--- src/rtl/gpio_pkg.sv ---
package gpio_pkg;
  typedef enum logic [1:0] {
    TRIG_RISE  = 2'd0,
    TRIG_FALL  = 2'd1,
    TRIG_BOTH  = 2'd2,
    TRIG_LEVEL = 2'd3
  } trig_e;

  // word index = byte offset [3:2]
  localparam logic [1:0] WIDX_DATA = 2'd0;
  localparam logic [1:0] WIDX_DIR  = 2'd1;
  localparam logic [1:0] WIDX_IEN  = 2'd2;
  localparam logic [1:0] WIDX_CAP  = 2'd3;
endpackage

--- src/rtl/gpio_sync.sv ---
module gpio_sync #(
  parameter int WIDTH  = 32,
  parameter int STAGES = 2
) (
  input  logic             clk_i,
  input  logic             rst_ni,
  input  logic [WIDTH-1:0] d_i,
  output logic [WIDTH-1:0] q_o
);
  logic [STAGES-1:0][WIDTH-1:0] stg_q;

  always_ff @(posedge clk_i or negedge rst_ni) begin
    if (!rst_ni) stg_q[0] <= '0;
    else         stg_q[0] <= d_i;
  end

  for (genvar s = 1; s < STAGES; s++) begin : g_stage
    always_ff @(posedge clk_i or negedge rst_ni) begin
      if (!rst_ni) stg_q[s] <= '0;
      else         stg_q[s] <= stg_q[s-1];
    end
  end

  assign q_o = stg_q[STAGES-1];
endmodule

--- src/rtl/gpio_edge_cap.sv ---
module gpio_edge_cap
  import gpio_pkg::*;
#(
  parameter int    N_PINS  = 32,
  parameter trig_e TRIGGER = TRIG_RISE
) (
  input  logic              clk_i,
  input  logic              rst_ni,
  input  logic [N_PINS-1:0] lvl_i,
  input  logic [N_PINS-1:0] clr_i,
  output logic [N_PINS-1:0] cap_o
);
  if (TRIGGER == TRIG_LEVEL) begin : g_level
    assign cap_o = '0;
  end else begin : g_edge
    logic [N_PINS-1:0] prev_q;
    logic [N_PINS-1:0] cap_q;
    logic [N_PINS-1:0] hit;

    always_ff @(posedge clk_i or negedge rst_ni) begin
      if (!rst_ni) prev_q <= '0;
      else         prev_q <= lvl_i;
    end

    if (TRIGGER == TRIG_RISE) begin : g_rise
      assign hit = lvl_i & ~prev_q;
    end else if (TRIGGER == TRIG_FALL) begin : g_fall
      assign hit = ~lvl_i & prev_q;
    end else begin : g_both
      assign hit = lvl_i ^ prev_q;
    end

    // new edge overrides a same-cycle clear
    always_ff @(posedge clk_i or negedge rst_ni) begin
      if (!rst_ni) cap_q <= '0;
      else         cap_q <= (cap_q & ~clr_i) | hit;
    end

    assign cap_o = cap_q;

    AST_CAP_STICKY: assert property (@(posedge clk_i) disable iff (!rst_ni)
      1'b1 |=> ((cap_q & $past(cap_q & ~clr_i)) == $past(cap_q & ~clr_i)));

    AST_EDGE_WINS: assert property (@(posedge clk_i) disable iff (!rst_ni)
      (|(clr_i & hit)) |=> ((cap_q & $past(clr_i & hit)) == $past(clr_i & hit)));
  end
endmodule

--- src/rtl/gpio_regs.sv ---
module gpio_regs
  import gpio_pkg::*;
#(
  parameter int N_PINS = 32,
  parameter int DATA_W = 32,
  parameter int ADDR_W = 4
) (
  input  logic              clk_i,
  input  logic              rst_ni,
  input  logic              req_i,
  input  logic              we_i,
  input  logic [ADDR_W-1:0] addr_i,
  input  logic [DATA_W-1:0] wdata_i,
  output logic [DATA_W-1:0] rdata_o,
  input  logic [N_PINS-1:0] lvl_i,
  input  logic [N_PINS-1:0] cap_i,
  output logic [N_PINS-1:0] dir_o,
  output logic [N_PINS-1:0] out_o,
  output logic [N_PINS-1:0] ien_o,
  output logic [N_PINS-1:0] clr_o
);
  logic              addr_ok;
  logic [1:0]        widx;
  logic              wr, rd;
  logic [N_PINS-1:0] wbits;
  logic [N_PINS-1:0] dir_q, out_q, ien_q;
  logic [N_PINS-1:0] rsel;
  logic [DATA_W-1:0] rdata_q;

  assign widx    = addr_i[3:2];
  assign addr_ok = (addr_i[1:0] == 2'b00) && ((addr_i >> 4) == '0);
  assign wr      = req_i && we_i && addr_ok;
  assign rd      = req_i && !we_i;
  assign wbits   = wdata_i[N_PINS-1:0];

  always_ff @(posedge clk_i or negedge rst_ni) begin
    if (!rst_ni) begin
      dir_q <= '0;
      out_q <= '0;
      ien_q <= '0;
    end else if (wr) begin
      case (widx)
        WIDX_DATA: out_q <= wbits;
        WIDX_DIR:  dir_q <= wbits;
        WIDX_IEN:  ien_q <= wbits;
        default:   ;
      endcase
    end
  end

  assign clr_o = (wr && widx == WIDX_CAP) ? wbits : '0;

  always_comb begin
    case (widx)
      WIDX_DATA: rsel = lvl_i;
      WIDX_DIR:  rsel = dir_q;
      WIDX_IEN:  rsel = ien_q;
      default:   rsel = cap_i;
    endcase
  end

  always_ff @(posedge clk_i or negedge rst_ni) begin
    if (!rst_ni)  rdata_q <= '0;
    else if (rd)  rdata_q <= addr_ok ? DATA_W'(rsel) : '0;
  end

  assign rdata_o = rdata_q;
  assign dir_o   = dir_q;
  assign out_o   = out_q;
  assign ien_o   = ien_q;

  AST_UNDEF_ZERO: assert property (@(posedge clk_i) disable iff (!rst_ni)
    (req_i && !we_i && !addr_ok) |=> (rdata_o == '0));

  AST_IEN_HOLD: assert property (@(posedge clk_i) disable iff (!rst_ni)
    !(req_i && we_i && addr_i == ADDR_W'(8)) |=> $stable(ien_q));
endmodule

--- src/rtl/gpio_edge_port.sv ---
module gpio_edge_port
  import gpio_pkg::*;
#(
  parameter int    N_PINS  = 32,
  parameter int    DATA_W  = 32,
  parameter int    ADDR_W  = 4,
  parameter int    SYNC_N  = 2,
  parameter trig_e TRIGGER = TRIG_RISE
) (
  input  logic              clk_i,
  input  logic              rst_ni,
  input  logic              req_i,
  input  logic              we_i,
  input  logic [ADDR_W-1:0] addr_i,
  input  logic [DATA_W-1:0] wdata_i,
  output logic [DATA_W-1:0] rdata_o,
  input  logic [N_PINS-1:0] pin_i,
  output logic [N_PINS-1:0] pin_o,
  output logic [N_PINS-1:0] pin_oe_o,
  output logic              irq_o
);
  logic [N_PINS-1:0] lvl, cap, clr, dir, outv, ien;

  gpio_sync #(.WIDTH(N_PINS), .STAGES(SYNC_N)) u_sync (
    .clk_i(clk_i), .rst_ni(rst_ni), .d_i(pin_i), .q_o(lvl)
  );

  gpio_edge_cap #(.N_PINS(N_PINS), .TRIGGER(TRIGGER)) u_cap (
    .clk_i(clk_i), .rst_ni(rst_ni), .lvl_i(lvl), .clr_i(clr), .cap_o(cap)
  );

  gpio_regs #(.N_PINS(N_PINS), .DATA_W(DATA_W), .ADDR_W(ADDR_W)) u_regs (
    .clk_i(clk_i), .rst_ni(rst_ni), .req_i(req_i), .we_i(we_i),
    .addr_i(addr_i), .wdata_i(wdata_i), .rdata_o(rdata_o),
    .lvl_i(lvl), .cap_i(cap), .dir_o(dir), .out_o(outv), .ien_o(ien),
    .clr_o(clr)
  );

  assign pin_oe_o = dir;
  assign pin_o    = outv & dir;

  if (TRIGGER == TRIG_LEVEL) begin : g_irq_lvl
    assign irq_o = |(lvl & ien);
  end else begin : g_irq_edge
    assign irq_o = |(cap & ien);
  end

  AST_OUT_ON_OE: assert property (@(posedge clk_i) disable iff (!rst_ni)
    ((pin_o & ~pin_oe_o) == '0));

  AST_IRQ_NEEDS_EN: assert property (@(posedge clk_i) disable iff (!rst_ni)
    (ien == '0) |-> !irq_o);
endmodule

--- config.mk ---
export PLATFORM = sky130hd
export DESIGN_NAME = gpio_edge_port
export DESIGN_NICKNAME = d
export VERILOG_FILES = /design/src/rtl/gpio_pkg.sv /design/src/rtl/gpio_sync.sv /design/src/rtl/gpio_edge_cap.sv /design/src/rtl/gpio_regs.sv /design/src/rtl/gpio_edge_port.sv
export SDC_FILE = /design/constraint.sdc
export NUM_CORES = 1
export LEC_CHECK = 0
export CORE_MARGIN = 2
export CORE_UTILIZATION = 53
export DETAILED_ROUTE_END_ITERATION = 8
export GPL_ROUTABILITY_DRIVEN = 0
export PLACE_DENSITY_LB_ADDON = 0.1
export SYNTH_ARGS = -nofsm -noshare
export SYNTH_HDL_FRONTEND = slang
export SYNTH_HIERARCHICAL = 1
export SYNTH_SLANG_ARGS = --single-unit
--- constraint.sdc ---
create_clock -name clk_i -period 1.5 [get_ports clk_i]
set_input_delay 0.15 -clock clk_i [delete_from_list [all_inputs] [get_ports clk_i]]
set_output_delay 0.15 -clock clk_i [all_outputs]
set_load 0.1 [all_outputs]
Word-level counts from Yosys, hierarchy flattened
Cells that the tools add are included. W data, S select, Z words.

Logic and storage cells: 32. Input port bits: 72. Flip-flop bits (word level): 256. Output and inout port bits: 97.

Multiplexer cells: 3. Reduce and logical (&&, ||, !) cells: 11. Equal/unequal tests: 3. Bitwise gates (word level): 7.

Operator list (count): $and A32 B32 Y32 (4); $pmux W32 S3 (1); $mux W32 (2); $not A32 Y32 (2); $or A32 B32 Y32 (1); $reduce_or A32 Y1 (1); $reduce_and A2 Y1 (3); $eq A2 B2 Y1 const B (2); $logic_and A1 B1 Y1 (4); $logic_not A2 Y1 (2); $eq A2 B1 Y1 const B (1); $logic_not A1 Y1 (1).

Depth between registers and ports, before layout
Depth in word-level cells: 7. Depth in mapped cells: 6. Gate-level depth less buffers: 4.

By module
The synthesis kept the hierarchy.

Modules (own cells, without submodules): gpio_regs (sequential area each 3203.1 um2, instances 1, cells an instance 354, area an instance 5698.0 um2); gpio_edge_cap (sequential area each 1601.5 um2, instances 1, cells an instance 160, area an instance 2242.2 um2); gpio_sync (sequential area each 1601.5 um2, instances 1, cells an instance 96, area an instance 1841.8 um2); gpio_edge_port (sequential area each 0.0 um2, instances 1, cells an instance 53, area an instance 357.8 um2).

Worst setup path after synthesis
Ideal clock, no wire load.

Path type: reg-to-output. Start: register u_regs.dir_q[0] (netlist: u_regs/dir_o[0]). End: output port pin_o[0]. Data arrival time: 1.789 ns. Buffers on the path: 0. Stages on the path, launching flop included: 2. Path slack: -0.439 ns. Data required time: 1.350 ns. Cells stage by stage: dfrtp_1 > and2_1.

Longest elaborated chain between the ends: 1.

RTL lines: start, declared (RTL line gpio_regs.sv:26) `logic [N_PINS-1:0] dir_q, out_q, ien_q;`; start signal, assigned (RTL line gpio_regs.sv:44) `WIDX_DIR: dir_q <= wbits;`; $and A32 B32 Y32 (RTL line gpio_edge_port.sv:40) `assign pin_o = outv & dir;`; end, declared (RTL line gpio_edge_port.sv:18) `output logic [N_PINS-1:0] pin_o,`.

No other way between the ends.

Worst setup path in the final report
Start: register u_regs.ien_q[10] (netlist: u_regs/ien_o[10]). End: output port irq_o.

Longest elaborated chain between the ends: 2.

RTL lines: start, declared (RTL line gpio_regs.sv:26); start signal, assigned (RTL line gpio_regs.sv:45) `WIDX_IEN: ien_q <= wbits;`; $and A32 B32 Y32 (RTL line gpio_edge_port.sv:45) `assign irq_o = |(cap & ien);`; $reduce_or A32 Y1 (RTL line gpio_edge_port.sv:45); end, declared (RTL line gpio_edge_port.sv:20) `output logic irq_o`.

No other way between the ends.

==> metrics <==
syn_nets 735; syn avg cell area 15.3 um2; initial antenna violation count 0; Buffers on Ports 168; Layout fillers 1,081; CP Capture Point irq_o; failing checks negative setup slack; Max Cap Violations 0; core area 0.0188 mm2; non-filler instance count after layout 1,148; crit-path max FO 3; ANT nets after route 0; CP Data Arrival Time 2.04 ns; RSZ-0062 raised after global routing yes; root buf cell clkbuf_16; final setup violating endpoints 1; Synth Instances 663; CTS tree done; Worst Skew 0.00734 ns; R2R Setup Slk 0.12 ns; Setup Crit Path Kind reg2out; register bit total from synthesis 256; drt initial violations 326; sequential-to-total area share from yosys stat 0.632; Hold Vio Cnt, Final 0; Worst-Skew Late Latency 0.52 ns; PwrDens 1430 mW/mm2; Setup crit end kind output port; crit share post-route 1.46; slack of the critical path -0.695 ns; Req. time, crit path 1.35 ns; share of cells above drive strength 1 0.520; Die Y 142 um; GR Overflow Total 0; FP Rows 50; Via Count 6,242; Post-DP HPWL 16,000 um; Hold Crit Class in2reg; CP startpoint kind register; Clock Sinks 256; path depth of the worst reg2reg path 3; Hold Startpoint pin_i[19]; First-pass DRT Iterations 4; largest net degree at the start of global routing 77; Netlist cell types 24; Setup crit start u_regs/ien_o[10]$_DFFE_PN0P_; Initial Utilization 0.540; Worst Tran Pin Value 0.407 ns; GRT Resource Usage Total 0.248; Layout area overhead 43.5%; P_leak 6.80 nW; Critical R2R Launch u_cap/cap_o[27]$_DFF_PN0_; CTS buffer count 26; Rel. slew slack 0.728; placed cell count 1,072; Reg-to-Reg End u_regs/rdata_o[27]$_DFFE_PN0P_; Via density 5.44; die area 0.0203 mm2; Core Util, Final 0.775; Final nets 966; Antenna diodes 0; total power 20.8 mW; CTS H-tree lvls 1; final hold slack 0.0640 ns; status finished with violations; peak supply drop 0.000982 V; WL/cell 21.1 um; chip width 142 um; I/O pin total 169; WL final 24,300 um; synth warn 6; clock buffer depth 3; cell area after synthesis 0.0101 mm2; vias in the first global route 7,047; max-slew violations 0; first-pass GRT wire length 38,800 um; Peak Freq 456 MHz; clock slew at reported path FFs 0.06 ns; DRC viols 0; min Tclk post-route 2.19 ns
cell type report:
class / count / area [um2] / share of cell area
Inverter: 64 / 240 / 0.0165
Tap cell: 234 / 293 / 0.0201
Clock inverter: 7 / 62.6 / 0.00430
Clock buffer: 41 / 788 / 0.0542
Timing Repair Buffer: 262 / 3510 / 0.241
Sequential cell: 256 / 6450 / 0.443
Multi-Input combinational cell: 284 / 3210 / 0.221
cell usage after synthesis:
master	count	area, um2
buf_2	11	55.1
o22ai_2	32	400
nor3b_4	1	18.8
mux2_1	2	22.5
dfrtp_1	256	6410
or4_1	1	7.51
and2_1	64	400
a22o_1	32	280
nand3b_2	1	11.3
nand2b_1	1	6.26
nand3b_1	1	7.51
mux4_2	32	721
and3_1	1	6.26
inv_1	64	240
mux2_2	94	1060
a22oi_1	15	113
and4bb_2	1	12.5
clkbuf_1	10	37.5
buf_1	1	3.75
nand4_1	4	25.0
nor3_1	1	5.00
buf_4	34	255
buf_6	3	33.8
a22oi_2	1	12.5
routing by layer:
layer  GRT usage  vias to the layer above  wire, um
met1       0.354                     3253     10300
met3      0.0370                       36      1430
li1            -                     2745         -
met5           0                        -         0
met2       0.407                      208     12100
met4      0.0667                        0       449
critical path, stage by stage (launching register included):
cell	delay (ns)
dfrtp_2	0.44
a22oi_2	0.21
nand4_1	0.11
or4_4	0.57
buf_12	0.19
where the power goes:
part	internal [mW]	switching, mW	leakage [nW]	total (mW)
combinational	2.66	3.56	3.36	6.22
clock	3.77	2.59	0.419	6.36
sequential	7.67	0.585	3.02	8.25
cell families (layout without fill, tap and decap cells):
group                  after synthesis  after routing  share of synthesized area
buffers and inverters              123            374                     0.0617
AO/OA/AOI/OAI                       80             80                     0.0795
AND/OR/NAND/NOR                     76             76                     0.0494
flip-flops                         256            256                      0.632
multiplexers                       128            128                      0.178
per-stage QoR:
step | TNS [ns] | instance area [um2] | setup WS [ns]
after detailed placement | -39.68 | 13400 | -0.451
after global routing | -0.745 | 14600 | -0.745
after floorplan | 0 | 10200 | 0.000905
after global placement | -37.14 | 13400 | -0.420
final | -0.695 | 14600 | -0.695
after CTS | -0.740 | 14400 | -0.740
placed cells by master (no fill, tap or decap), types with 31 or more instances in the layout:
cell type and count:
clkdlybuf4s50_1 68, dfrtp_1 221, a22o_1 32, mux2_2 94, mux4_2 32, and2_2 31, o22ai_2 32, buf_4 81
inv_1 64, dfrtp_2 35, buf_12 109, and2_1 32
sequential cells by signal (all words and copies together), names as in the netlist:
register             flops
u_sync/stg_q            32
u_regs/rdata_o          32
u_regs/ien_o            32
u_regs/out_o            32
u_sync/q_o              32
u_regs/dir_o            32
u_cap/cap_o             32
u_cap/g_edge.prev_q     32
worst min-delay path by stage:
stage                                      end  slack [ns]  cells after the start
global route         u_sync/stg_q[2]$_DFF_PN0_        0.06                      1
detailed placement    u_sync/q_o[10]$_DFF_PN0_        0.05                      1
floorplan             u_cap/cap_o[0]$_DFF_PN0_       -0.15                      0
global placement     u_cap/cap_o[10]$_DFF_PN0_        0.04                      1
finish              u_sync/stg_q[19]$_DFF_PN0_        0.06                      1
CTS                 u_sync/stg_q[15]$_DFF_PN0_        0.05                      1
timing repair:
action	CTS	global route
gates cloned	0	0
gates resized for setup	6	8
setup buffers	9	18
endpoints found under the setup margin	10	16
hold buffers	1	0
pin swaps	4	0
endpoints found under the hold margin	199	0
(Power assumes the default switching activity.)
